File: config.mk
export PLATFORM = sky130hd
export DESIGN_NAME = jtag_job_bridge
export DESIGN_NICKNAME = d
export VERILOG_FILES = /design/src/rtl/jbr_pkg.sv /design/src/rtl/jbr_frame.sv /design/src/rtl/jbr_fifo.sv /design/src/rtl/jbr_regs.sv /design/src/rtl/jtag_job_bridge.sv
export SDC_FILE = /design/constraint.sdc
export NUM_CORES = 1
export LEC_CHECK = 0
export BUFFER_PORTS_ARGS = -buffer_cell sky130_fd_sc_hd__buf_2
export CAP_MARGIN = 20
export CORE_MARGIN = 5
export CORE_UTILIZATION = 45
export CTS_CLUSTER_DIAMETER = 120
export CTS_CLUSTER_SIZE = 10
export DETAILED_ROUTE_END_ITERATION = 8
export SLEW_MARGIN = 20
export SYNTH_ARGS = -nofsm -noshare
export SYNTH_HDL_FRONTEND = slang
export SYNTH_SLANG_ARGS = --single-unit
export TNS_END_PERCENT = 50
File: constraint.sdc
create_clock -name clk -period 6.8 [get_ports clk]
set_clock_uncertainty 0.1 [all_clocks]
set_input_delay 1.7 -clock clk [delete_from_list [all_inputs] [get_ports clk]]
set_output_delay 1.7 -clock clk [all_outputs]
set_load 0.02 [all_outputs]
File: src/rtl/jbr_pkg.sv
package jbr_pkg;
  localparam int ADDR_W      = 4;
  localparam int RD_LEN      = ADDR_W + 2;
  localparam int NJOB_WORDS  = 11;
  localparam int A_JOB_FIRST = 1;
  localparam int A_JOB_LAST  = A_JOB_FIRST + NJOB_WORDS - 1;
  localparam int A_MULT      = 13;
  localparam int A_RESULT    = 14;
endpackage

File: src/rtl/jbr_frame.sv
module jbr_frame
  import jbr_pkg::*;
#(
  parameter int DATA_W = 32
) (
  input  logic              clk,
  input  logic              rst,
  input  logic              sel,
  input  logic              capture,
  input  logic              shift,
  input  logic              update,
  input  logic              tdi,
  input  logic [DATA_W-1:0] load_val,
  output logic              tdo,
  output logic              wr_en,
  output logic              rd_req,
  output logic [ADDR_W-1:0] f_addr,
  output logic [DATA_W-1:0] f_data
);
  localparam int FL      = DATA_W + ADDR_W + 2;
  localparam int CW      = $clog2(FL + 2);
  localparam int CNT_BAD = FL + 1;

  logic [FL-1:0] sr;
  logic [CW-1:0] cnt;
  logic          flag, long_ok, short_ok;

  always_ff @(posedge clk) begin
    if (rst) begin
      sr  <= '0;
      cnt <= CW'(CNT_BAD);
    end else if (sel) begin
      if (capture) begin
        sr  <= {{(FL-DATA_W){1'b0}}, load_val};
        cnt <= '0;
      end else if (shift) begin
        sr <= {tdi, sr[FL-1:1]};
        if (cnt != CW'(CNT_BAD)) cnt <= cnt + CW'(1);
      end else if (update) begin
        cnt <= CW'(CNT_BAD);
      end
    end
  end

  assign tdo    = sr[0];
  assign f_data = sr[DATA_W-1:0];
  assign f_addr = sr[DATA_W +: ADDR_W];
  assign flag   = sr[DATA_W + ADDR_W];

  always_comb begin
    long_ok  = (cnt == CW'(FL)) && (^sr) && flag;
    short_ok = (cnt == CW'(RD_LEN)) && (^sr[FL-1 -: RD_LEN]) && !flag;
    wr_en    = sel && update && long_ok;
    rd_req   = sel && update && short_ok;
  end
endmodule

File: src/rtl/jbr_fifo.sv
module jbr_fifo #(
  parameter int W     = 32,
  parameter int DEPTH = 16,
  localparam int AW   = (DEPTH > 1) ? $clog2(DEPTH) : 1,
  localparam int CW   = $clog2(DEPTH + 1)
) (
  input  logic          clk,
  input  logic          rst,
  input  logic          push,
  input  logic [W-1:0]  din,
  input  logic          pop,
  output logic [W-1:0]  dout,
  output logic [CW-1:0] count,
  output logic          ovf
);
  logic [W-1:0]  mem [DEPTH];
  logic [AW-1:0] wr_ptr, rd_ptr;
  logic          full, empty, accept, do_pop;

  assign full   = (count == CW'(DEPTH));
  assign empty  = (count == '0);
  assign do_pop = pop && !empty;
  assign accept = push && (!full || do_pop);
  assign dout   = empty ? '1 : mem[rd_ptr];

  function automatic logic [AW-1:0] nxt(input logic [AW-1:0] p);
    return (p == AW'(DEPTH - 1)) ? '0 : p + AW'(1);
  endfunction

  always_ff @(posedge clk) begin
    if (accept) mem[wr_ptr] <= din;
  end

  always_ff @(posedge clk) begin
    if (rst) begin
      wr_ptr <= '0;
      rd_ptr <= '0;
      count  <= '0;
      ovf    <= 1'b0;
    end else begin
      if (accept) wr_ptr <= nxt(wr_ptr);
      if (do_pop) rd_ptr <= nxt(rd_ptr);
      case ({accept, do_pop})
        2'b10:   count <= count + CW'(1);
        2'b01:   count <= count - CW'(1);
        default: count <= count;
      endcase
      if (push && !accept) ovf <= 1'b1;
    end
  end
endmodule

File: src/rtl/jbr_regs.sv
module jbr_regs
  import jbr_pkg::*;
#(
  parameter int DATA_W = 32
) (
  input  logic                         clk,
  input  logic                         rst,
  input  logic                         wr_en,
  input  logic                         rd_req,
  input  logic [ADDR_W-1:0]            addr,
  input  logic [DATA_W-1:0]            wdata,
  input  logic                         capture_sel,
  input  logic [DATA_W-1:0]            q_dout,
  output logic                         q_pop,
  output logic [DATA_W-1:0]            load_val,
  output logic [NJOB_WORDS*DATA_W-1:0] job_words,
  output logic                         job_start,
  output logic [DATA_W-1:0]            clk_mult
);
  logic [DATA_W-1:0] job [NJOB_WORDS];
  logic              rd_pend;
  logic [ADDR_W-1:0] rd_addr;

  for (genvar i = 0; i < NJOB_WORDS; i++) begin : g_job
    localparam logic [ADDR_W-1:0] MY_A = ADDR_W'(A_JOB_FIRST + i);
    always_ff @(posedge clk) begin
      if (rst)                         job[i] <= '0;
      else if (wr_en && addr == MY_A)  job[i] <= wdata;
    end
    assign job_words[i*DATA_W +: DATA_W] = job[i];
  end

  always_ff @(posedge clk) begin
    if (rst) begin
      clk_mult  <= '0;
      job_start <= 1'b0;
      rd_pend   <= 1'b0;
      rd_addr   <= '0;
    end else begin
      if (wr_en && addr == ADDR_W'(A_MULT)) clk_mult <= wdata;
      job_start <= wr_en && (addr == ADDR_W'(A_JOB_LAST));
      if (capture_sel) begin
        rd_pend <= 1'b0;
      end else if (rd_req) begin
        rd_pend <= 1'b1;
        rd_addr <= addr;
      end
    end
  end

  always_comb begin
    load_val = '0;
    if (rd_pend) begin
      for (int i = 0; i < NJOB_WORDS; i++)
        if (rd_addr == ADDR_W'(A_JOB_FIRST + i)) load_val = job[i];
      if (rd_addr == ADDR_W'(A_MULT))   load_val = clk_mult;
      if (rd_addr == ADDR_W'(A_RESULT)) load_val = q_dout;
    end
  end

  assign q_pop = capture_sel && rd_pend && (rd_addr == ADDR_W'(A_RESULT));
endmodule

File: src/rtl/jtag_job_bridge.sv
module jtag_job_bridge
  import jbr_pkg::*;
#(
  parameter int          DATA_W     = 32,
  parameter int          FIFO_DEPTH = 16,
  parameter logic [5:0]  USER_IR    = 6'h02,
  localparam int         JW         = NJOB_WORDS * DATA_W,
  localparam int         QCW        = $clog2(FIFO_DEPTH + 1)
) (
  input  logic              clk,
  input  logic              rst,
  input  logic [5:0]        ir_value,
  input  logic              capture_dr,
  input  logic              shift_dr,
  input  logic              update_dr,
  input  logic              tdi,
  output logic              tdo,
  output logic [JW-1:0]     job_words,
  output logic              job_start,
  output logic [DATA_W-1:0] clk_mult,
  input  logic              res_push,
  input  logic [DATA_W-1:0] res_data,
  output logic              res_ovf
);
  logic              sel;
  logic              wr_en, rd_req, q_pop;
  logic [ADDR_W-1:0] f_addr;
  logic [DATA_W-1:0] f_data, load_val, q_dout;
  logic [QCW-1:0]    q_count;

  assign sel = (ir_value == USER_IR);

  jbr_frame #(.DATA_W(DATA_W)) u_frame (
    .clk(clk), .rst(rst), .sel(sel),
    .capture(capture_dr), .shift(shift_dr), .update(update_dr),
    .tdi(tdi), .load_val(load_val), .tdo(tdo),
    .wr_en(wr_en), .rd_req(rd_req), .f_addr(f_addr), .f_data(f_data)
  );

  jbr_regs #(.DATA_W(DATA_W)) u_regs (
    .clk(clk), .rst(rst), .wr_en(wr_en), .rd_req(rd_req),
    .addr(f_addr), .wdata(f_data), .capture_sel(sel && capture_dr),
    .q_dout(q_dout), .q_pop(q_pop), .load_val(load_val),
    .job_words(job_words), .job_start(job_start), .clk_mult(clk_mult)
  );

  jbr_fifo #(.W(DATA_W), .DEPTH(FIFO_DEPTH)) u_fifo (
    .clk(clk), .rst(rst), .push(res_push), .din(res_data),
    .pop(q_pop), .dout(q_dout), .count(q_count), .ovf(res_ovf)
  );
endmodule

==> flow_metrics.tcl, run 1 <==
set metrics [dict create \
    grt_start_max_net_pins 126 \
    syn_inst 2805 \
    die_height_um 312 \
    cts-root-buf "clkbuf_16" \
    port_buffers 431 \
    yosysSeqAreaShare_pct 68.0 \
    rsz0062_at_grt "false" \
    nets 3201 \
    antenna_found_initial 16 \
    holdCritPathClass "flip-flop to flip-flop" \
    tns_ps 0 \
    initial_core_util_pct 45.5 \
    synth_warnings 0 \
    hold_depth 2 \
    fin_crit_ps 4770 \
    grt_usage_pct 27.2 \
    start_kind "input port" \
    die_w_um 312 \
    cp_cell_sequence "buf_2, or4b_1, nor3_2, buf_4, and4_1, o21a_1, inv_2, ha_1, fa_1, a21o_1, a21oi_1, xor2_1, or3_1, a21oi_1" \
    clk_pin_slew_ps 60 \
    io-pin-count 432 \
    cap_violations 0 \
    syn_to_final_growth_pct 15.2 \
    grt_pass1_vias 27600 \
    wire_per_inst_um 31.2 \
    ff2ff_path_depth 9 \
    overflow 0 \
    synth_area_um2 41100 \
    max_clock_freq_mhz 210 \
    clockBufferDepth 3 \
    rrSetupSlack_ps 2160 \
    routed_via_density 6.41 \
    worst_slew_pin_slew_ps 1110 \
    grt_pass1_wl_mm 197 \
    post_cts_buffers 0 \
    gp_congestion 0.897 \
    via_count 28000 \
    dpl.hpwl_mm 89.7 \
    ys_types 67 \
    cts_made_buffers 106 \
    setup_viol 0 \
    crit_buf_inv 3 \
    cts_sinks 964 \
    cts_resized 0 \
    crit_path_end_kind "flip-flop" \
    worstPathRequired_ps 7310 \
    period_share_pct 70.1 \
    drt_iter0_markers 3576 \
    power_density_nw_per_um2 262 \
    critPathSlowestCell "or4b_1" \
    status "finished clean" \
    drive_above_1_share_pct 26.4 \
    avgSynthCellArea_um2 14.6 \
    slew_headroom_pct 26.3 \
    drc_errors 0 \
    wl_mm 136 \
    holdWs_ps 380 \
    synth-seq-cells 964 \
    clk_latency_ps 680 \
    hold_start "u_fifo.ovf" \
    synthArstFlopShare_pct 0 \
    hold-path-endpoint "u_fifo.ovf" \
    tritoncts "built" \
    leakagePower_nw 15.0 \
    cts_hold_buf 0 \
    synth_ff_type "edfxtp_1" \
    finalPower_mw 12.4 \
    reg2reg_from "u_frame.sr[32]" \
    die_area_um2 97500 \
    ant_nets 0 \
    drt-pass1-iter-count 6 \
    htree_num_levels 3 \
    cpLargestDelayFamily "simple AND/OR/NAND/NOR gates" \
    core_region_area_um2 90300 \
    slowest_delay_ps 530 \
    irDropWorstVdd_mv 0.217 \
    cp_max_fo 28 \
    fp-row-count 110 \
    hold_violations 0 \
    path_common_cell "a21oi_1" \
    critPathLaunch "ir_value[0]" \
    synth_fp_nets 2870 \
    place_area_um2 44200 \
    critPathArrivalTime_ps 5270 \
    slew_violations 0 \
    fin_area_um2 47300 \
    fin_util_pct 52.4 \
    r2r-end "u_regs.job[1][15]" \
    path_class "input port to flip-flop" \
    synth_edf_count 864 \
]
[final cells by class]
cell class | instances | area, um2
Fill cell | 7527 | 43000
Timing Repair Buffer | 496 | 2740
Antenna cell | 7 | 17.5
Inverter | 51 | 195
Tap cell | 1176 | 1470
Clock inverter | 8 | 205
Sequential cell | 964 | 28000
Clock buffer | 156 | 2840
Multi-Input combinational cell | 1517 | 11900
[cells by family after synthesis]
kind of cell,synth area share [%]
xor+xnor,0.993
flops,68.0
fa+ha+maj,0.627
buf+inv,3.22
simple gates,8.53
compound gates,9.06
mux,9.56
[routing by layer]
layer	track usage, %	vias to the layer above	wire length, um
met3	6.29	297	13300
met2	45.1	1669	66200
met4	9.96	8	5770
li1	-	11700	-
met1	35.5	14300	51200
met5	0	-	46
[synthesized netlist by cell type (19+ instances only)]
master      n  area (um2)
dfxtp_1   100        2000
o31ai_1    39         293
nor3_1    348        1740
mux4_2    156        3510
nor2_1    139         522
a22oi_1    44         330
buf_2      25         125
edfxtp_1  864       25900
a221oi_1   32         280
clkbuf_1  217         815
mux2_2     20         225
buf_1      20        75.1
nand2_1    66         248
nor3_2     20         200
nand4_1    32         200
mux2i_1    19         190
o221ai_1   41         359
inv_1      46         173
xnor2_1    29         254
o21ai_0   118         591
a21oi_1   116         581
o22ai_1    51         319
ha_1       19         238
o21a_1     36         270
[worst min-delay path, delay by kind of cell (launching register included)]
family	cells	cell delay [ps]
flops	1	330
simple gates	2	120
[cell usage in the layout, fill, tap and decap left out, types with 10 or more instances in the layout]
cell,instances
o211ai_1,15
clkbuf_16,106
inv_1,46
a21o_1,10
a31o_2,11
xnor2_1,29
nor3_2,21
mux4_2,156
a211oi_1,16
o21a_1,36
edfxtp_1,864
nand4_1,32
a21oi_1,116
buf_2,430
o221ai_1,41
o31ai_1,39
and2_1,14
nor2_1,137
clkbuf_1,50
mux2i_1,19
nor2b_1,13
nand3_1,16
nor3_1,347
a22oi_1,44
ha_1,19
nand2b_1,16
nand2_1,66
a221oi_1,32
o22ai_1,51
buf_4,59
dfxtp_1,93
mux2_2,20
o21ai_0,117
[flip-flops by register name, summed over array words and instances (netlist names), named ones only]
register	count
u_regs.job_start	1
u_fifo.wr_ptr	4
u_regs.rd_pend	1
u_frame.sr	38
u_fifo.mem	512
u_regs.clk_mult	32
u_fifo.count	5
u_regs.rd_addr	4
u_regs.job	352
u_fifo.ovf	1
u_frame.cnt	6
u_fifo.rd_ptr	4
[report_power, final]
part           total [mW]  switching [mW]  internal (mW)
Combinational       0.526           0.386          0.140
Sequential           6.71           0.115           6.59
Clock                5.17            2.29           2.88
Total                12.4            2.79           9.61
[metrics by stage]
stage	cells	setup slack, ps
4_1_cts	4367	2030
3_5_place_dp	4203	1310
2_1_floorplan	2805	2040
6_report	4375	2030
5_1_grt	4369	1890
3_3_place_gp	4202	1400
[worst max path at each step]
stage / end / slack, ps / depth (start not counted)
after detailed placement: u_fifo.count[4] / 1310 / 14
final: u_fifo.count[4] / 2030 / 14
after global placement: u_fifo.count[4] / 1400 / 14
after global routing: u_fifo.count[4] / 1890 / 13
after floorplan: u_fifo.count[4] / 2040 / 13
after CTS: u_fifo.count[4] / 2030 / 14
Note: power is estimated with default switching activity, not from simulation.
==> run 2: changes to the inputs <==
==> constraint.sdc (replaced) <==
create_clock -name clk -period 4.7 [get_ports clk]
set_clock_uncertainty 0.1 [all_clocks]
set_input_delay 1.175 -clock clk [delete_from_list [all_inputs] [get_ports clk]]
set_output_delay 1.175 -clock clk [all_outputs]
set_load 0.02 [all_outputs]
==> flow_metrics.tcl, run 2 (synthesis gave the netlist of run 1 again) <==
set metrics [dict create \
    status "finished clean" \
    rsz0062_at_grt "false" \
    critPathLaunch "u_regs.rd_addr[1]" \
    clk_pin_slew_ps 60 \
    grt_pass1_vias 27900 \
    ff2ff_path_depth 12 \
    gp_congestion 0.906 \
    drt-pass1-iter-count 6 \
    multi_input_area_um2 11900 \
    slowest_delay_ps 580 \
    syn_to_final_growth_pct 16.2 \
    clockBufferDepth 3 \
    rrSetupSlack_ps 680 \
    fin_crit_ps 4020 \
    initial_core_util_pct 45.5 \
    max_clock_freq_mhz 249 \
    dpl.hpwl_mm 91.6 \
    path_class "flip-flop to flip-flop" \
    die_height_um 312 \
    slew_violations 0 \
    fp-row-count 110 \
    cts_resized 0 \
    critPathArrivalTime_ps 4530 \
    holdCritPathClass "flip-flop to flip-flop" \
    wire_per_inst_um 31.3 \
    top_regs "u_fifo.mem x512, u_regs.job x352, u_frame.sr x38" \
    antenna_found_initial 14 \
    hold_violations 0 \
    irDropWorstVdd_mv 0.270 \
    largest_register_ff_count 512 \
    cp_max_fo 25 \
    clk_latency_ps 670 \
    cts_made_buffers 106 \
    ant_nets 0 \
    core_region_area_um2 90300 \
    drive_above_1_share_pct 27.5 \
    cp.depth 12 \
    cp_cell_sequence "nand2_1, nor2_2, buf_4, nand2_1, nor2_1, ha_1, ha_1, a21o_1, a21oi_1, xor2_1, or3_1, a21oi_1" \
    die_w_um 312 \
    cpLargestDelayFamily "simple AND/OR/NAND/NOR gates" \
    regArea_um2 28000 \
    die_area_um2 97500 \
    worstPathRequired_ps 5210 \
    wl_mm 138 \
    hold_depth 2 \
    setup.worst_path.end "u_fifo.count[4]" \
    post_cts_buffers 0 \
    cts_sinks 964 \
    slew_headroom_pct 25.0 \
    place_area_um2 44800 \
    grt_usage_pct 27.4 \
    crit_path_end_kind "flip-flop" \
    fill_cells 7501 \
    drc_errors 0 \
    crit_buf_inv 1 \
    overflow 0 \
    start_kind "flip-flop" \
    top_register "u_fifo.mem" \
    finalPower_mw 17.8 \
    via_count 28400 \
    layout_common_cells "edfxtp_1, buf_2, nor3_1, mux4_2, nor2_1" \
    power_density_nw_per_um2 372 \
    tns_ps 0 \
    cts_hold_buf 0 \
    period_share_pct 85.6 \
    routed_via_density 6.44 \
    r2r-end "u_fifo.count[4]" \
    io-pin-count 432 \
    tritoncts "built" \
    final_common_cell "edfxtp_1" \
    nets 3243 \
    reg2reg_from "u_regs.rd_addr[1]" \
    drt_iter0_markers 3709 \
    cts-root-buf "clkbuf_16" \
    htree_num_levels 3 \
    worst_slew_pin_slew_ps 1110 \
    grt_pass1_wl_mm 198 \
    port_buffers 431 \
    leakagePower_nw 15.3 \
    setup_viol 0 \
    grt_start_max_net_pins 129 \
    cap_violations 0 \
    critPathSlowestCell "dfxtp_4" \
    fin_area_um2 47700 \
]
run 2: changes by cell type in the layout (fill, tap and decap cells not counted), sizes merged:
| cell | delta |
|---|---|
| clkinv | -5 |
| inv | +4 |
| clkbuf | -9 |
| buf | +42 |
| diode | -1 |
run 2: worst min path at each step:
| stage | slack [ps] | start | to |
|---|---|---|---|
| 2_1_floorplan | 370 | u_fifo.count[4] | u_fifo.count[4] |
| 3_3_place_gp | 350 | u_fifo.ovf | u_fifo.ovf |
| 3_5_place_dp | 360 | u_fifo.ovf | u_fifo.ovf |
| 4_1_cts | 380 | u_fifo.ovf | u_fifo.ovf |
| 5_1_grt | 420 | u_regs.clk_mult[13] | u_regs.clk_mult[13] |
| 6_report | 370 | u_fifo.ovf | u_fifo.ovf |
run 2: stage by stage:
| step | util [%] | cells | hold WS [ps] | worst slack, ps |
|---|---|---|---|---|
| 6_report | 52.9 | 4406 | 371 | 678 |
| 5_1_grt | 52.9 | 4400 | 417 | 627 |
| 4_1_cts | 52.8 | 4399 | 376 | 798 |
| 2_1_floorplan | - | 2805 | 367 | 463 |
| 3_5_place_dp | 49.6 | 4245 | 360 | 277 |
| 3_3_place_gp | 49.6 | 4245 | 354 | 319 |
run 2: layout make-up:
type / count / area share, %
Tap cell: 1176 / 3.08
Sequential cell: 964 / 58.6
Multi-Input combinational cell: 1517 / 24.9
Timing Repair Buffer: 538 / 6.94
Clock inverter: 7 / 0.160
Antenna cell: 6 / 0.0314
Inverter: 51 / 0.409
Clock buffer: 147 / 5.92
run 2: tightest hold or removal path: stages (launching register included):
cell and delay, ps:
dfxtp_1 320, nor2_1 50, nor2_1 70
run 2: metal layers:
layer	vias to the layer above	share of wire (%)	wire length (um)	GRT usage, %
li1	11800	-	-	-
met1	14400	38	51900	35.5
met2	1763	49	67100	45.9
met3	308	9.6	13200	6.14
met4	6	4.1	5640	9.77
met5	-	0.028	39	0
run 2: where the power goes:
part	switching [mW]	total (mW)	internal [mW]
clock	3.16	7.28	4.12
sequential	0.163	9.70	9.53
combinational	0.565	0.788	0.223
total	3.89	17.8	13.9
